$ cat config.mk
export PLATFORM = sky130hd
export DESIGN_NAME = sport_ctrl_cs
export DESIGN_NICKNAME = d
export VERILOG_FILES = /design/src/rtl/sport_ctrl_pkg.sv /design/src/rtl/sport_fmt_decode.sv /design/src/rtl/sport_cmd_fsm.sv /design/src/rtl/sport_cs_driver.sv /design/src/rtl/sport_ctrl_cs.sv
export SDC_FILE = /design/constraint.sdc
export NUM_CORES = 1
export LEC_CHECK = 0
export ABC_AREA = 1
export BUFFER_PORTS_ARGS = -buffer_cell sky130_fd_sc_hd__buf_2
export CAP_MARGIN = 30
export CORE_MARGIN = 4
export CORE_UTILIZATION = 40
export CTS_CLUSTER_DIAMETER = 120
export DETAILED_ROUTE_END_ITERATION = 10
export MAX_ROUTING_LAYER = met4
export PLACE_DENSITY_LB_ADDON = 0.12
export SYNTH_ARGS = -nofsm -noshare
export SYNTH_HDL_FRONTEND = slang
export SYNTH_SLANG_ARGS = --single-unit
export TNS_END_PERCENT = 1
$ cat constraint.sdc
create_clock -name clk -period 0.9 [get_ports clk]
set_input_delay 0.09 -clock clk [delete_from_list [all_inputs] [get_ports clk]]
set_output_delay 0.09 -clock clk [all_outputs]
set_load 0.01 [all_outputs]
$ cat src/rtl/sport_ctrl_pkg.sv
package sport_ctrl_pkg;
    localparam int CW        = 32;
    // command word bit positions
    localparam int B_EN      = 0;
    localparam int B_TXOE    = 1;
    localparam int B_RXCLR   = 2;
    localparam int B_TXCLR   = 3;
    localparam int B_RST     = 6;
    localparam int B_RXEN    = 7;
    localparam int B_TXEN    = 8;
    localparam int B_LVL     = 9;
    localparam int B_IDX_LO  = 10;
    // format word bit positions
    localparam int B_FLASH   = 11;
    localparam int FMT_LO    = 12;
    localparam int FMT_W     = 3;
    localparam int NUM_FMT   = 5;

    localparam logic [CW-1:0] VERSION_WORD = 32'h0001_1901;
    localparam logic [CW-1:0] FEATURE_WORD = 32'h660F_0F1F;

    typedef enum logic [1:0] {
        ST_IDLE     = 2'd0,
        ST_PORT_RST = 2'd1,
        ST_FIFO_CLR = 2'd2
    } cmd_state_e;

    typedef enum logic [FMT_W-1:0] {
        FMT_SSP   = 3'd0,
        FMT_SPI   = 3'd1,
        FMT_UWIRE = 3'd2,
        FMT_I2S   = 3'd3,
        FMT_AC97  = 3'd4
    } frame_fmt_e;
endpackage

$ cat src/rtl/sport_fmt_decode.sv
module sport_fmt_decode
    import sport_ctrl_pkg::*;
#(
    parameter int W    = CW,
    parameter int NFMT = NUM_FMT
) (
    input  logic          clk,
    input  logic          rst_n,
    input  logic          wr,
    input  logic [W-1:0]  wdata,
    output logic [W-1:0]  fmt_q,
    output logic [NFMT-1:0] fmt_sel,
    output logic          flash_mode
);
    logic [FMT_W-1:0] code;

    always_ff @(posedge clk or negedge rst_n) begin
        if (!rst_n)  fmt_q <= '0;
        else if (wr) fmt_q <= wdata;
    end

    assign code       = fmt_q[FMT_LO +: FMT_W];
    assign flash_mode = fmt_q[B_FLASH];

    for (genvar i = 0; i < NFMT; i++) begin : g_sel
        assign fmt_sel[i] = (code == FMT_W'(i));
    end


    fmt_flash_chk: assert property (@(posedge clk) disable iff (!rst_n)
        wr |=> (flash_mode == $past(wdata[B_FLASH])));

    fmt_sel_chk: assert property (@(posedge clk) disable iff (!rst_n)
        wr && (wdata[FMT_LO +: FMT_W] == 3'd4) |=> fmt_sel[4]);
endmodule

$ cat src/rtl/sport_cmd_fsm.sv
module sport_cmd_fsm
    import sport_ctrl_pkg::*;
#(
    parameter int W = CW
) (
    input  logic          clk,
    input  logic          rst_n,
    input  logic          wr,
    input  logic [W-1:0]  wdata,
    input  logic          flash,
    output logic [W-1:0]  ctl_q,
    output logic          tx_clr,
    output logic          rx_clr,
    output logic          busy_clr
);
    localparam logic [W-1:0] SC_MASK  = (W'(1) << B_RST) | (W'(1) << B_TXCLR) | (W'(1) << B_RXCLR);
    localparam logic [W-1:0] LVL_MASK = W'(1) << B_LVL;

    cmd_state_e state_q, state_d;
    logic [1:0] clr_req_q;          // {tx, rx}
    logic       rst_cmd, tx_cmd, rx_cmd;

    assign rst_cmd = wdata[B_RST];
    assign tx_cmd  = wdata[B_TXCLR];
    assign rx_cmd  = wdata[B_RXCLR];

    // next-state logic
    always_comb begin
        state_d = ST_IDLE;
        unique case (state_q)
            ST_IDLE, ST_PORT_RST, ST_FIFO_CLR: begin
                if (wr && rst_cmd)                state_d = ST_PORT_RST;
                else if (wr && (tx_cmd || rx_cmd)) state_d = ST_FIFO_CLR;
                else                               state_d = ST_IDLE;
            end
            default: state_d = ST_IDLE;
        endcase
    end

    // state register
    always_ff @(posedge clk or negedge rst_n) begin
        if (!rst_n) state_q <= ST_IDLE;
        else        state_q <= state_d;
    end

    // command word and latched clear request
    always_ff @(posedge clk or negedge rst_n) begin
        if (!rst_n) begin
            ctl_q     <= '0;
            clr_req_q <= '0;
        end else if (wr) begin
            ctl_q     <= (wdata & ~SC_MASK) | ((flash && rst_cmd) ? LVL_MASK : '0);
            clr_req_q <= {tx_cmd, rx_cmd};
        end
    end

    // outputs
    always_comb begin
        tx_clr   = 1'b0;
        rx_clr   = 1'b0;
        busy_clr = 1'b0;
        unique case (state_q)
            ST_IDLE: ;
            ST_PORT_RST: begin
                tx_clr   = 1'b1;
                rx_clr   = 1'b1;
                busy_clr = 1'b1;
            end
            ST_FIFO_CLR: begin
                tx_clr = clr_req_q[1];
                rx_clr = clr_req_q[0];
            end
            default: ;
        endcase
    end


    port_rst_pulse_chk: assert property (@(posedge clk) disable iff (!rst_n)
        wr && wdata[B_RST] |=> tx_clr && rx_clr && busy_clr);

    tx_only_clr_chk: assert property (@(posedge clk) disable iff (!rst_n)
        wr && wdata[B_TXCLR] && !wdata[B_RXCLR] && !wdata[B_RST] |=> tx_clr && !rx_clr && !busy_clr);

    self_clear_chk: assert property (@(posedge clk) disable iff (!rst_n)
        wr |=> !ctl_q[B_RST] && !ctl_q[B_TXCLR] && !ctl_q[B_RXCLR]);

    pulse_width_chk: assert property (@(posedge clk) disable iff (!rst_n)
        (tx_clr || rx_clr || busy_clr) && !wr |=> !tx_clr && !rx_clr && !busy_clr);
endmodule

$ cat src/rtl/sport_cs_driver.sv
module sport_cs_driver #(
    parameter int NUM_CS = 4,
    parameter int IDX_W  = (NUM_CS > 1) ? $clog2(NUM_CS) : 1
) (
    input  logic              clk,
    input  logic              rst_n,
    input  logic              wr,
    input  logic              flash,
    input  logic [IDX_W-1:0]  idx,
    input  logic              lvl,
    input  logic              port_rst,
    output logic [NUM_CS-1:0] cs_q
);
    logic lvl_eff;
    assign lvl_eff = lvl | port_rst;

    always_ff @(posedge clk or negedge rst_n) begin
        if (!rst_n)
            cs_q <= '1;
        else if (wr && flash && (int'(idx) < NUM_CS))
            cs_q[idx] <= lvl_eff;
    end


    cs_rst_high_chk: assert property (@(posedge clk) disable iff (!rst_n)
        wr && flash && port_rst |=> cs_q[$past(idx)]);

    cs_hold_chk: assert property (@(posedge clk) disable iff (!rst_n)
        !(wr && flash) |=> $stable(cs_q));
endmodule

$ cat src/rtl/sport_ctrl_cs.sv
module sport_ctrl_cs
    import sport_ctrl_pkg::*;
#(
    parameter int NUM_CS = 4,
    parameter int IDX_W  = (NUM_CS > 1) ? $clog2(NUM_CS) : 1
) (
    input  logic              clk,
    input  logic              rst_n,
    input  logic              fmt_wr,
    input  logic [CW-1:0]     fmt_wdata,
    input  logic              ctl_wr,
    input  logic [CW-1:0]     ctl_wdata,
    output logic [CW-1:0]     fmt_rd_data,
    output logic [CW-1:0]     ctl_rd_data,
    output logic [NUM_FMT-1:0] fmt_sel,
    output logic              flash_mode,
    output logic              port_en,
    output logic              txd_oe,
    output logic              rx_en,
    output logic              tx_en,
    output logic              tx_fifo_clr,
    output logic              rx_fifo_clr,
    output logic              busy_clr,
    output logic [NUM_CS-1:0] cs_line,
    output logic [CW-1:0]     id_version,
    output logic [CW-1:0]     id_features
);
    sport_fmt_decode #(.W(CW), .NFMT(NUM_FMT)) u_fmt (
        .clk        (clk),
        .rst_n      (rst_n),
        .wr         (fmt_wr),
        .wdata      (fmt_wdata),
        .fmt_q      (fmt_rd_data),
        .fmt_sel    (fmt_sel),
        .flash_mode (flash_mode)
    );

    sport_cmd_fsm #(.W(CW)) u_cmd (
        .clk      (clk),
        .rst_n    (rst_n),
        .wr       (ctl_wr),
        .wdata    (ctl_wdata),
        .flash    (flash_mode),
        .ctl_q    (ctl_rd_data),
        .tx_clr   (tx_fifo_clr),
        .rx_clr   (rx_fifo_clr),
        .busy_clr (busy_clr)
    );

    sport_cs_driver #(.NUM_CS(NUM_CS), .IDX_W(IDX_W)) u_cs (
        .clk      (clk),
        .rst_n    (rst_n),
        .wr       (ctl_wr),
        .flash    (flash_mode),
        .idx      (ctl_wdata[B_IDX_LO +: IDX_W]),
        .lvl      (ctl_wdata[B_LVL]),
        .port_rst (ctl_wdata[B_RST]),
        .cs_q     (cs_line)
    );

    assign port_en     = ctl_rd_data[B_EN];
    assign txd_oe      = ctl_rd_data[B_TXOE];
    assign rx_en       = ctl_rd_data[B_RXEN];
    assign tx_en       = ctl_rd_data[B_TXEN];
    assign id_version  = VERSION_WORD;
    assign id_features = FEATURE_WORD;


    enable_follow_chk: assert property (@(posedge clk) disable iff (!rst_n)
        ctl_wr |=> (tx_en == $past(ctl_wdata[B_TXEN])) && (port_en == $past(ctl_wdata[B_EN])));

    cs_select_chk: assert property (@(posedge clk) disable iff (!rst_n)
        ctl_wr && flash_mode && !ctl_wdata[B_RST] |=> cs_line[$past(ctl_wdata[B_IDX_LO +: IDX_W])] == $past(ctl_wdata[B_LVL]));
endmodule

==> run summary, run 1 <==
final hold viol count -> 0
WHS -> 0.03698 ns
Via Count -> 2909
pin count of the biggest net entering global routing -> 70
Top Family by Delay on Critical Path -> flip-flops
CP arrival -> 1.27 ns
Die Height -> 104.5 um
die area -> 10920 um2
initial antenna violation count -> 0
CP max stage delay -> 0.41 ns
Fillers -> 765
Core ar. -> 8891 um2
Final setup viols -> 80
worst skew pair latency -> 0.33 ns
Worst setup SP type -> register
DR WL/cell -> 12.62 um
Crit Path Max Fanout -> 3
Clock Skew -> 0.002373 ns
post-synthesis mux area share -> 0
gr usage total -> 0.1736
Routed Antenna Nets -> 0
post-synthesis instance area -> 3725 um2
main area contributors after synthesis -> dfrtp_1 44%, buf_4 16%, nand2_4 9.1%
hold depth -> 4
Pre-antenna DRT Iters -> 4
DP Area -> 4332 um2
IO buf count -> 145
layout cells sized above 1 -> 0.4364
r2r endpoint -> u_cmd.state_q[1]$_DFF_PN0_
Crit Path Class -> register to output pin
Power Density -> 1492 nW/um2
Post-synth EDFFs -> 0
violated checks -> negative setup slack
fraction of registers with async set/reset -> 1.000
P_leak -> 2.942 nW
RSZ-0062 raised after global routing -> yes
# placed instances -> 635
Synth Area per Inst -> 9.526 um2
post-route cell area -> 5286 um2
Worst VDD drop -> 697.3 uV
leading area contributor after synthesis -> dfrtp_1
Num Clock Sinks -> 69
fmax -> 737.7 MHz
number of register bits inferred by synthesis -> 69
GP Congestion -> 0.7058
Site Rows -> 34
critical path buffer and inverter count -> 3
Ports -> 213
Clock Path Buffers -> 2
Worst Hold Class -> input pin to register
CTS tree -> built
Nets -> 673
synth cell count leaders -> 77 x buf_4, 76 x nand2_1, 65 x dfrtp_1
post-DP HPWL -> 5.987 mm
crit share post-route -> 1.506
Tmin final -> 1.356 ns
drt drc -> 0
top-count cell post-synth -> buf_4
post-synth top area share -> 0.4367
post-synth cell types -> 25
length in cells of the worst reg-to-reg path -> 4
CP Data Required Time -> 0.81 ns
worst r2r src -> u_cmd.state_q[1]$_DFF_PN0_
post-route setup slack -> -0.4556 ns
clock-pin slew on the worst setup and hold paths -> 0.07 ns
Root Buffer -> clkbuf_8
Post-Synth XOR/XNOR Area -> 0
post-synthesis compound-gate area fraction -> 0.05274
Starting Density -> 0.4189
vias per inst -> 4.080
register area share after synthesis -> 0.4649
number of global-route vias before repair -> 3124
Overall Power -> 7.885 mW
GRT overflow -> 0
outcome -> finished with violations
post-synthesis adder-cell area fraction -> 0.01008
largest family of logic cells by synthesized area -> simple AND/OR/NAND/NOR gates
Post-Place Worst Slack -> -0.1650 ns
final WL -> 9.001 mm
Worst path slowest cell -> dfrtp_1
Warnings, synthesis -> 0
Worst Hold End -> u_cs.cs_q[1]$_DFFE_PN1P_
Simple-Gate Fraction of Synth Area -> 0.2415
number of diodes -> 0
Synth Instances -> 391
Hold Path Origin -> ctl_wdata[11]
maxcap violations -> 0
cts bufs inserted -> 9
kind of end point of the critical path -> output pin
initial drt markers -> 99
first-pass GRT wire length -> 15.09 mm
H-tree Lvls -> 3
Pins Over Slew Limit -> 0
chip width -> 104.5 um
Top FF cell, synth -> dfrtp_1
Area Growth Syn to Fin -> 41.92%
Finished Layout Cells -> 713
Worst R2R Setup Slack -> -0.22 ns
cells along the critical path -> buf_6, ha_4, inv_2, a21oi_2, buf_2
[worst register-to-register path, cell delays in order, from the launching register on]
cell,delay (ns)
dfrtp_1,0.43
buf_4,0.17
ha_4,0.15
or2_4,0.22
a21oi_2,0.09
[report_power, final]
part | switching, mW | internal, mW | leakage [nW] | total, mW
sequential | 0.279 | 3.44 | 0.829 | 3.72
combinational | 0.996 | 0.950 | 2.02 | 1.95
clock | 1.10 | 1.11 | 0.0881 | 2.22
total | 2.38 | 5.51 | 2.94 | 7.89
[metal layers]
metal | part of all wire | vias to the layer above | track usage
met1 | 0.42 | 1321 | 0.2158
met4 | 0.013 | 0 | 0.04748
met3 | 0.074 | 12 | 0.04283
li1 | - | 1458 | -
met5 | 0 | - | -
met2 | 0.49 | 118 | 0.2827
[area by class of cell]
class | count | area [um2] | area share
Tap cell | 108 | 135.1 | 0.02556
Inverter | 41 | 161.4 | 0.03053
Sequential cell | 69 | 1735 | 0.3283
Clock inverter | 2 | 10.01 | 0.001893
Timing Repair Buffer | 221 | 1647 | 0.3115
Clock buffer | 12 | 155.1 | 0.02935
Multi-Input combinational cell | 260 | 1443 | 0.2729
[how the worst max path moves through the flow]
| stage | start | end | slack [ns] | cells past startpoint |
|---|---|---|---|---|
| 2_1_floorplan | u_cmd.state_q[0]$_DFF_PN0_ | rx_fifo_clr | -0.06 | 3 |
| 3_3_place_gp | u_cmd.state_q[0]$_DFF_PN0_ | tx_fifo_clr | -0.15 | 4 |
| 3_5_place_dp | u_cmd.state_q[0]$_DFF_PN0_ | rx_fifo_clr | -0.16 | 4 |
| 4_1_cts | u_cmd.state_q[0]$_DFF_PN0_ | rx_fifo_clr | -0.46 | 5 |
| 5_1_grt | u_cmd.state_q[1]$_DFF_PN0_ | rx_fifo_clr | -0.54 | 5 |
| 6_report | u_cmd.state_q[0]$_DFF_PN0_ | rx_fifo_clr | -0.46 | 5 |
[logic make-up (layout without fill, tap and decap cells)]
family	Yosys count	in the layout
flip-flops	69	69
adder cells (fa/ha/maj)	3	3
buffers and inverters	127	276
AND/OR/NAND/NOR	153	153
AO/OA/AOI/OAI	37	37
other	2	67
[cell usage in the layout, fill, tap and decap left out]
master and count:
buf_2 128, nand2_1 73, conb_1 67, dfrtp_1 62, dlygate4sd3_1 61, nand2_2 35
o21ai_1 33, inv_1 32, nand2_4 30, buf_6 18, clkbuf_8 11, inv_2 7
buf_12 7, buf_4 7, nor3_1 6, nand3_1 4, dfstp_2 4, a21oi_2 3
nor2_2 3, ha_4 3, dfrtp_2 3, clkinv_2 2, inv_8 1, or2_4 1
clkinv_1 1, nor2_1 1, a31oi_2 1, clkbuf_1 1
[flip-flops by register name, indices dropped and copies added, names as in the netlist]
register,count
u_cmd.state_q,2
u_fmt.fmt_q,32
u_cmd.ctl_q,29
u_cmd.clr_req_q,2
u_cs.cs_q,4
[through the flow]
stage	TNS [ns]	utilization
after floorplan	-0.1456	-
after global placement	-0.3458	0.4872
after detailed placement	-0.3931	0.4872
after CTS	-10.28	0.5881
after global routing	-12.09	0.5946
final	-8.317	0.5946
[repair_timing]
item | CTS | global route
hold buffers | 61 | 0
pin swaps | 4 | 1
endpoints found under the hold margin | 125 | 0
gates resized for setup | 22 | 13
setup buffers | 3 | 0
endpoints found under the setup margin | 79 | 83
Power figures use the tool's default switching activity.
==> inputs of run 2 (changes only) <==
--- a/config.mk
+++ b/config.mk
@@ -9,7 +9,7 @@
 export BUFFER_PORTS_ARGS = -buffer_cell sky130_fd_sc_hd__buf_2
 export CAP_MARGIN = 30
 export CORE_MARGIN = 4
-export CORE_UTILIZATION = 40
+export CORE_UTILIZATION = 44
 export CTS_CLUSTER_DIAMETER = 120
 export DETAILED_ROUTE_END_ITERATION = 10
 export MAX_ROUTING_LAYER = met4
==> constraint.sdc (replaced) <==
create_clock -name clk -period 1.5 [get_ports clk]
set_input_delay 0.15 -clock clk [delete_from_list [all_inputs] [get_ports clk]]
set_output_delay 0.15 -clock clk [all_outputs]
set_load 0.01 [all_outputs]
==> run summary, run 2 (synthesis results as in run 1) <==
layout cells sized above 1 -> 0.4535 (+0.01717)
Power Density -> 1085 nW/um2 (-27%)
Crit Path Max Fanout -> 3 (unchanged)
DR WL/cell -> 11.57 um (-8.4%)
final hold viol count -> 0 (unchanged)
number of global-route vias before repair -> 2489 (-20%)
Cell Int Power -> 3.447 mW (-37%)
top flop regs -> u_fmt.fmt_q x32, u_cmd.ctl_q x29, u_cs.cs_q x4
Pins Over Slew Limit -> 0 (unchanged)
Fillers -> 815 (+6.5%)
sw frac -> 0.2873 (-0.01441)
hold depth -> 3 (-1)
# placed instances -> 625 (-1.6%)
clock-pin slew on the worst setup and hold paths -> 0.08 ns (about the same)
GP Congestion -> 0.7212 (+2.2%)
Worst setup SP type -> register
Via Count -> 2592 (-11%)
Overall Power -> 4.837 mW (-39%)
Top reg by flops -> u_fmt.fmt_q
fmax -> 688.0 MHz
GRT overflow -> 0 (unchanged)
post-DP HPWL -> 5.622 mm (-6.1%)
initial drt markers -> 60 (-39%)
RSZ-0062 raised after global routing -> yes
maxcap violations -> 0 (unchanged)
die area -> 10000 um2 (-8.4%)
Post-Place Worst Slack -> 0.3648 ns (+0.5298 ns)
sequential cell fraction of total power -> 0.456 (-0.016)
Clock Path Buffers -> 2 (unchanged)
Tmin final -> 1.453 ns
Routed Antenna Nets -> 0 (unchanged)
chip width -> 100.0 um (-4.3%)
first-pass GRT wire length -> 11.64 mm (-23%)
final WL -> 7.437 mm (-17%)
gr usage total -> 0.1508 (-0.02275)
Final setup viols -> 0 (-100%)
clock share of power -> 0.356 (+0.075)
initial antenna violation count -> 0 (unchanged)
P_leak -> 2.612 nW (-11%)
final design utilization -> 0.5426 (-0.05201)
P_sw -> 1.390 mW (-42%)
CTS tree -> built
Clock Skew -> 0.0008882 ns (-0.001485 ns)
Pre-antenna DRT Iters -> 4 (unchanged)
total setup buffers inserted after CTS -> 0 (-3)
length in cells of the worst reg-to-reg path -> 3 (-1)
Nets -> 604 (-10%)
IO buf count -> 145 (unchanged)
Ports -> 213 (unchanged)
highest-count cells in the layout ignoring fill and taps -> 145 x buf_2, 76 x nand2_1, 67 x conb_1
Worst VDD drop -> 541.1 uV (-22%)
Die Height -> 100.0 um (-4.3%)
outcome -> completed
H-tree Lvls -> 3 (unchanged)
Root Buffer -> clkbuf_8
CP Data Required Time -> 1.35 ns (+0.54 ns)
crit share post-route -> 0.9690
Crit Path Class -> register to output pin
Finished Layout Cells -> 643 (-9.8%)
kind of end point of the critical path -> output pin
drt drc -> 0 (unchanged)
commonest non-fill, non-tap cell in the layout -> buf_2
WHS -> 0.02302 ns (-0.01396 ns)
Worst Hold Class -> input pin to register
max reg flops -> 32 (unchanged)
Starting Density -> 0.4533 (+0.03439)
Area Growth Syn to Fin -> 19.68%
post-route setup slack -> 0.04651 ns (+0.5021 ns)
combinational share of power -> 0.187 (-0.060)
CP arrival -> 1.30 ns (+0.03 ns)
Num Clock Sinks -> 69 (unchanged)
pin count of the biggest net entering global routing -> 70 (unchanged)
vias per inst -> 4.031 (-1.2%)
cts bufs inserted -> 9 (unchanged)
Core ar. -> 8217 um2 (-7.6%)
number of diodes -> 0 (unchanged)
Site Rows -> 33 (-2.9%)
worst skew pair latency -> 0.33 ns (about the same)
## run 2: cell type report
| type | count | area [um2] | area share |
|---|---|---|---|
| clock buffer | 11 | 151.4 | 0.03396 |
| clock inverter | 5 | 82.58 | 0.01852 |
| inverter | 41 | 161.4 | 0.03621 |
| multi-input combinational | 260 | 1404 | 0.3149 |
| sequential | 69 | 1732 | 0.3884 |
| tap | 105 | 131.4 | 0.02947 |
| timing repair buffer | 152 | 795.8 | 0.1785 |
## run 2: final timing paths
path	from	end	slack [ns]
setup / recovery	u_cmd.state_q[1]$_DFF_PN0_	rx_fifo_clr	0.05
hold / removal	fmt_wdata[22]	u_fmt.fmt_q[22]$_DFFE_PN0P_	0.02
setup reg to reg	u_cmd.state_q[1]$_DFF_PN0_	u_cmd.state_q[1]$_DFF_PN0_	0.41
hold reg to reg	u_cs.cs_q[0]$_DFFE_PN1P_	u_cs.cs_q[0]$_DFFE_PN1P_	0.46
max in group asynchronous	rst_n	u_cs.cs_q[3]$_DFFE_PN1P_	0.81
min in group asynchronous	rst_n	u_cmd.ctl_q[22]$_DFFE_PN0P_	0.37
## run 2: critical path, stage by stage (launching register included)
cell	delay [ns]
dfrtp_1	0.43
inv_1	0.08
ha_2	0.17
inv_2	0.04
a21oi_1	0.11
buf_2	0.14
## run 2: stage by stage
stage	TNS, ns	area [um2]
after global routing	-0.06786	4458
final	0	4458
after detailed placement	0	4185
after floorplan	0	3969
after global placement	0	4185
after CTS	0	4439
## run 2: metal layers
metal  share of wire  routed length (um)  GRT usage  vias up
met4          0.0098                  73    0.04663        0
met1            0.42                3124     0.1935     1163
met3            0.10                 779    0.05559        6
met5               0                   0          -        -
li1                -                   -          -     1317
met2            0.47                3460     0.2237      106
## run 2: timing repair
item,4_1_cts,5_1_grt
gates resized for setup,0,5
hold endpoints to repair,66,0
endpoints found under the setup margin,1,2
gates cloned,0,0
hold buffers,2,0
pin swaps,1,2
## run 2: power groups by stage
stage	registers, mW	logic, mW	clock network, mW
after floorplan	2.32	0.593	0
after global placement	2.24	0.901	0
after detailed placement	2.24	0.912	0
after CTS	2.21	0.915	1.79
after global routing	2.24	1.02	1.87
final	2.21	0.906	1.72
==> inputs of run 3 (changes only) <==
--- a/config.mk
+++ b/config.mk
@@ -6,12 +6,12 @@
 export NUM_CORES = 1
 export LEC_CHECK = 0
 export ABC_AREA = 1
-export BUFFER_PORTS_ARGS = -buffer_cell sky130_fd_sc_hd__buf_2
 export CAP_MARGIN = 30
 export CORE_MARGIN = 4
-export CORE_UTILIZATION = 44
+export CORE_UTILIZATION = 55
 export CTS_CLUSTER_DIAMETER = 120
 export DETAILED_ROUTE_END_ITERATION = 10
+export DONT_BUFFER_PORTS = 1
 export MAX_ROUTING_LAYER = met4
 export PLACE_DENSITY_LB_ADDON = 0.12
 export SYNTH_ARGS = -nofsm -noshare
==> run summary, run 3 (synthesis results as in run 1) <==
cts bufs inserted -> 9 (unchanged)
final hold viol count -> 69 (+69)
worst skew pair latency -> 0.33 ns (about the same)
vias per inst -> 4.539 (+13%)
Tmin final -> 1.422 ns (-0.03188 ns)
Num Clock Sinks -> 69 (unchanged)
chip width -> 90.30 um (-9.7%)
Fillers -> 542 (-33%)
Ports -> 213 (unchanged)
WHS -> -0.4901 ns (-0.5131 ns)
final design utilization -> 0.6579 (+0.1153)
fmax -> 703.4 MHz (+2.2%)
highest-count cells in the layout ignoring fill and taps -> 76 x nand2_1, 67 x conb_1, 64 x dfrtp_1
DR WL/cell -> 15.08 um (+30%)
CP Data Required Time -> 1.35 ns (about the same)
clock share of power -> 0.334 (-0.022)
P_sw -> 1.265 mW (-8.9%)
Final setup viols -> 0 (unchanged)
Crit Path Class -> register to output pin
clock-pin slew on the worst setup and hold paths -> 0.07 ns (about the same)
Top reg by flops -> u_fmt.fmt_q
combinational share of power -> 0.137 (-0.050)
GP Congestion -> 0.7561 (+4.8%)
length in cells of the worst reg-to-reg path -> 3 (unchanged)
kind of end point of the critical path -> output pin
number of diodes -> 0 (unchanged)
Worst path slowest cell -> dfrtp_1
sw frac -> 0.2840 (-0.003331)
GRT overflow -> 0 (unchanged)
Cell Int Power -> 3.190 mW (-7.4%)
post-route setup slack -> 0.07839 ns (+0.03188 ns)
Pins Over Slew Limit -> 0 (unchanged)
initial drt markers -> 82 (+37%)
Overall Power -> 4.455 mW (-7.9%)
Clock Skew -> 0.008709 ns (+0.007821 ns)
top flop regs -> u_fmt.fmt_q x32, u_cmd.ctl_q x29, u_cs.cs_q x4
outcome -> finished with violations
IO buf count -> 0 (-100%)
Via Count -> 2392 (-7.7%)
CTS tree -> built
pin count of the biggest net entering global routing -> 70 (unchanged)
CP max stage delay -> 0.46 ns (+0.03 ns)
first-pass GRT wire length -> 13.14 mm (+13%)
max reg flops -> 32 (unchanged)
Reg area -> 1733 um2 (about the same)
Worst setup SP type -> register
Worst VDD drop -> 631.9 uV (+17%)
initial antenna violation count -> 0 (unchanged)
P_leak -> 2.243 nW (-14%)
Routed Antenna Nets -> 0 (unchanged)
Starting Density -> 0.5767 (+0.1234)
Site Rows -> 29 (-12%)
Area Growth Syn to Fin -> 14.07%
sequential cell fraction of total power -> 0.529 (+0.073)
drt drc -> 0 (unchanged)
H-tree Lvls -> 3 (unchanged)
gr usage total -> 0.2072 (+0.05633)
Root Buffer -> clkbuf_8
Multi-input gate area -> 1395 um2 (-0.62%)
Die Height -> 90.30 um (-9.7%)
Worst Hold Class -> input pin to asynchronous set/reset pin
crit share post-route -> 0.9477 (-0.02125)
layout cells sized above 1 -> 0.2022 (-0.2513)
Crit Path Max Fanout -> 5 (+2)
final setup TNS -> 0 ns (unchanged)
RSZ-0062 raised after global routing -> no
Power Density -> 1049 nW/um2 (-3.3%)
die area -> 8153 um2 (-18%)
cells along the critical path -> inv_1, nor3_1
CP arrival -> 1.27 ns (-0.03 ns)
Nets -> 517 (-14%)
Clock Path Buffers -> 2 (unchanged)
Pre-antenna DRT Iters -> 4 (unchanged)
commonest non-fill, non-tap cell in the layout -> nand2_1
Worst R2R Setup Slack -> 0.16 ns (-0.25 ns)
violated checks -> negative hold slack
final WL -> 7.949 mm (+6.9%)
Core ar. -> 6459 um2 (-21%)
# hold bufs at CTS -> 65 (+63)
post-DP HPWL -> 5.136 mm (-8.6%)
Post-Place Worst Slack -> 0.3490 ns (-0.01571 ns)
number of global-route vias before repair -> 2533 (+1.8%)
maxcap violations -> 0 (unchanged)
==> run 3: cell count changes in the layout (fill, tap and decap cells not counted), moves of 2 or more <==
cell and delta:
buf_2 -145, buf_4 -4, clkbuf_1 +3, clkinvlp_4 -3, dlygate4sd3_1 +61, inv_1 +2, inv_2 -2
==> run 3: critical path: cells and delay by family, from the launching register on <==
kind	cells	cell delay, ns
buffers and inverters	1	0.12
DFF	1	0.46
and+or+nand+nor	1	0.37
==> run 3: worst paths after layout <==
check,endpoint,start
max,fmt_sel[3],u_fmt.fmt_q[13]$_DFFE_PN0P_
max reg2reg,u_cmd.ctl_q[9]$_DFFE_PN0P_,u_fmt.fmt_q[11]$_DFFE_PN0P_
max in group asynchronous,u_cs.cs_q[2]$_DFFE_PN1P_,rst_n
min in group clk,u_cs.cs_q[3]$_DFFE_PN1P_,ctl_wdata[10]
min,u_cmd.ctl_q[7]$_DFFE_PN0P_,rst_n
min reg2reg,u_cs.cs_q[0]$_DFFE_PN1P_,u_cs.cs_q[0]$_DFFE_PN1P_
==> run 3: final cells by class <==
class	instances	area share
Clock buffer	14	0.03828
Sequential cell	69	0.4078
Inverter	41	0.03799
Tap cell	77	0.02267
Clock inverter	1	0.007067
Timing Repair Buffer	65	0.1578
Multi-Input combinational cell	260	0.3283
==> run 3: per-layer routing <==
metal | vias to the layer above | share of wire | track usage
li1 | 1145 | - | -
met1 | 1122 | 0.37 | 0.2387
met2 | 118 | 0.53 | 0.3435
met3 | 7 | 0.089 | 0.06167
met4 | 0 | 0.0091 | 0.07653
met5 | - | 0 | -
==> run 3: power groups by stage <==
stage                     sequential (mW)  clock, mW  combinational, mW
after global routing                 2.38       1.62              0.690
after detailed placement             2.39          0              0.414
after global placement               2.40          0              0.399
after CTS                            2.36       1.54              0.603
after floorplan                      2.32          0              0.593
final                                2.36       1.49              0.611
==> run 3: timing repair <==
| item | 4_1_cts | 5_1_grt |
|---|---|---|
| endpoints found under the setup margin | 1 | 3 |
| pin swaps | 0 | 1 |
| gates resized for setup | 2 | 2 |
| hold endpoints to repair | 136 | 69 |
| buffers inserted | 0 | 0 |
==> run 3: through the flow <==
stage               area, um2  std cells
finish                   4249        527
global route             4249        527
CTS                      4245        527
detailed placement       3374        447
global placement         3374        447
floorplan                3969        456
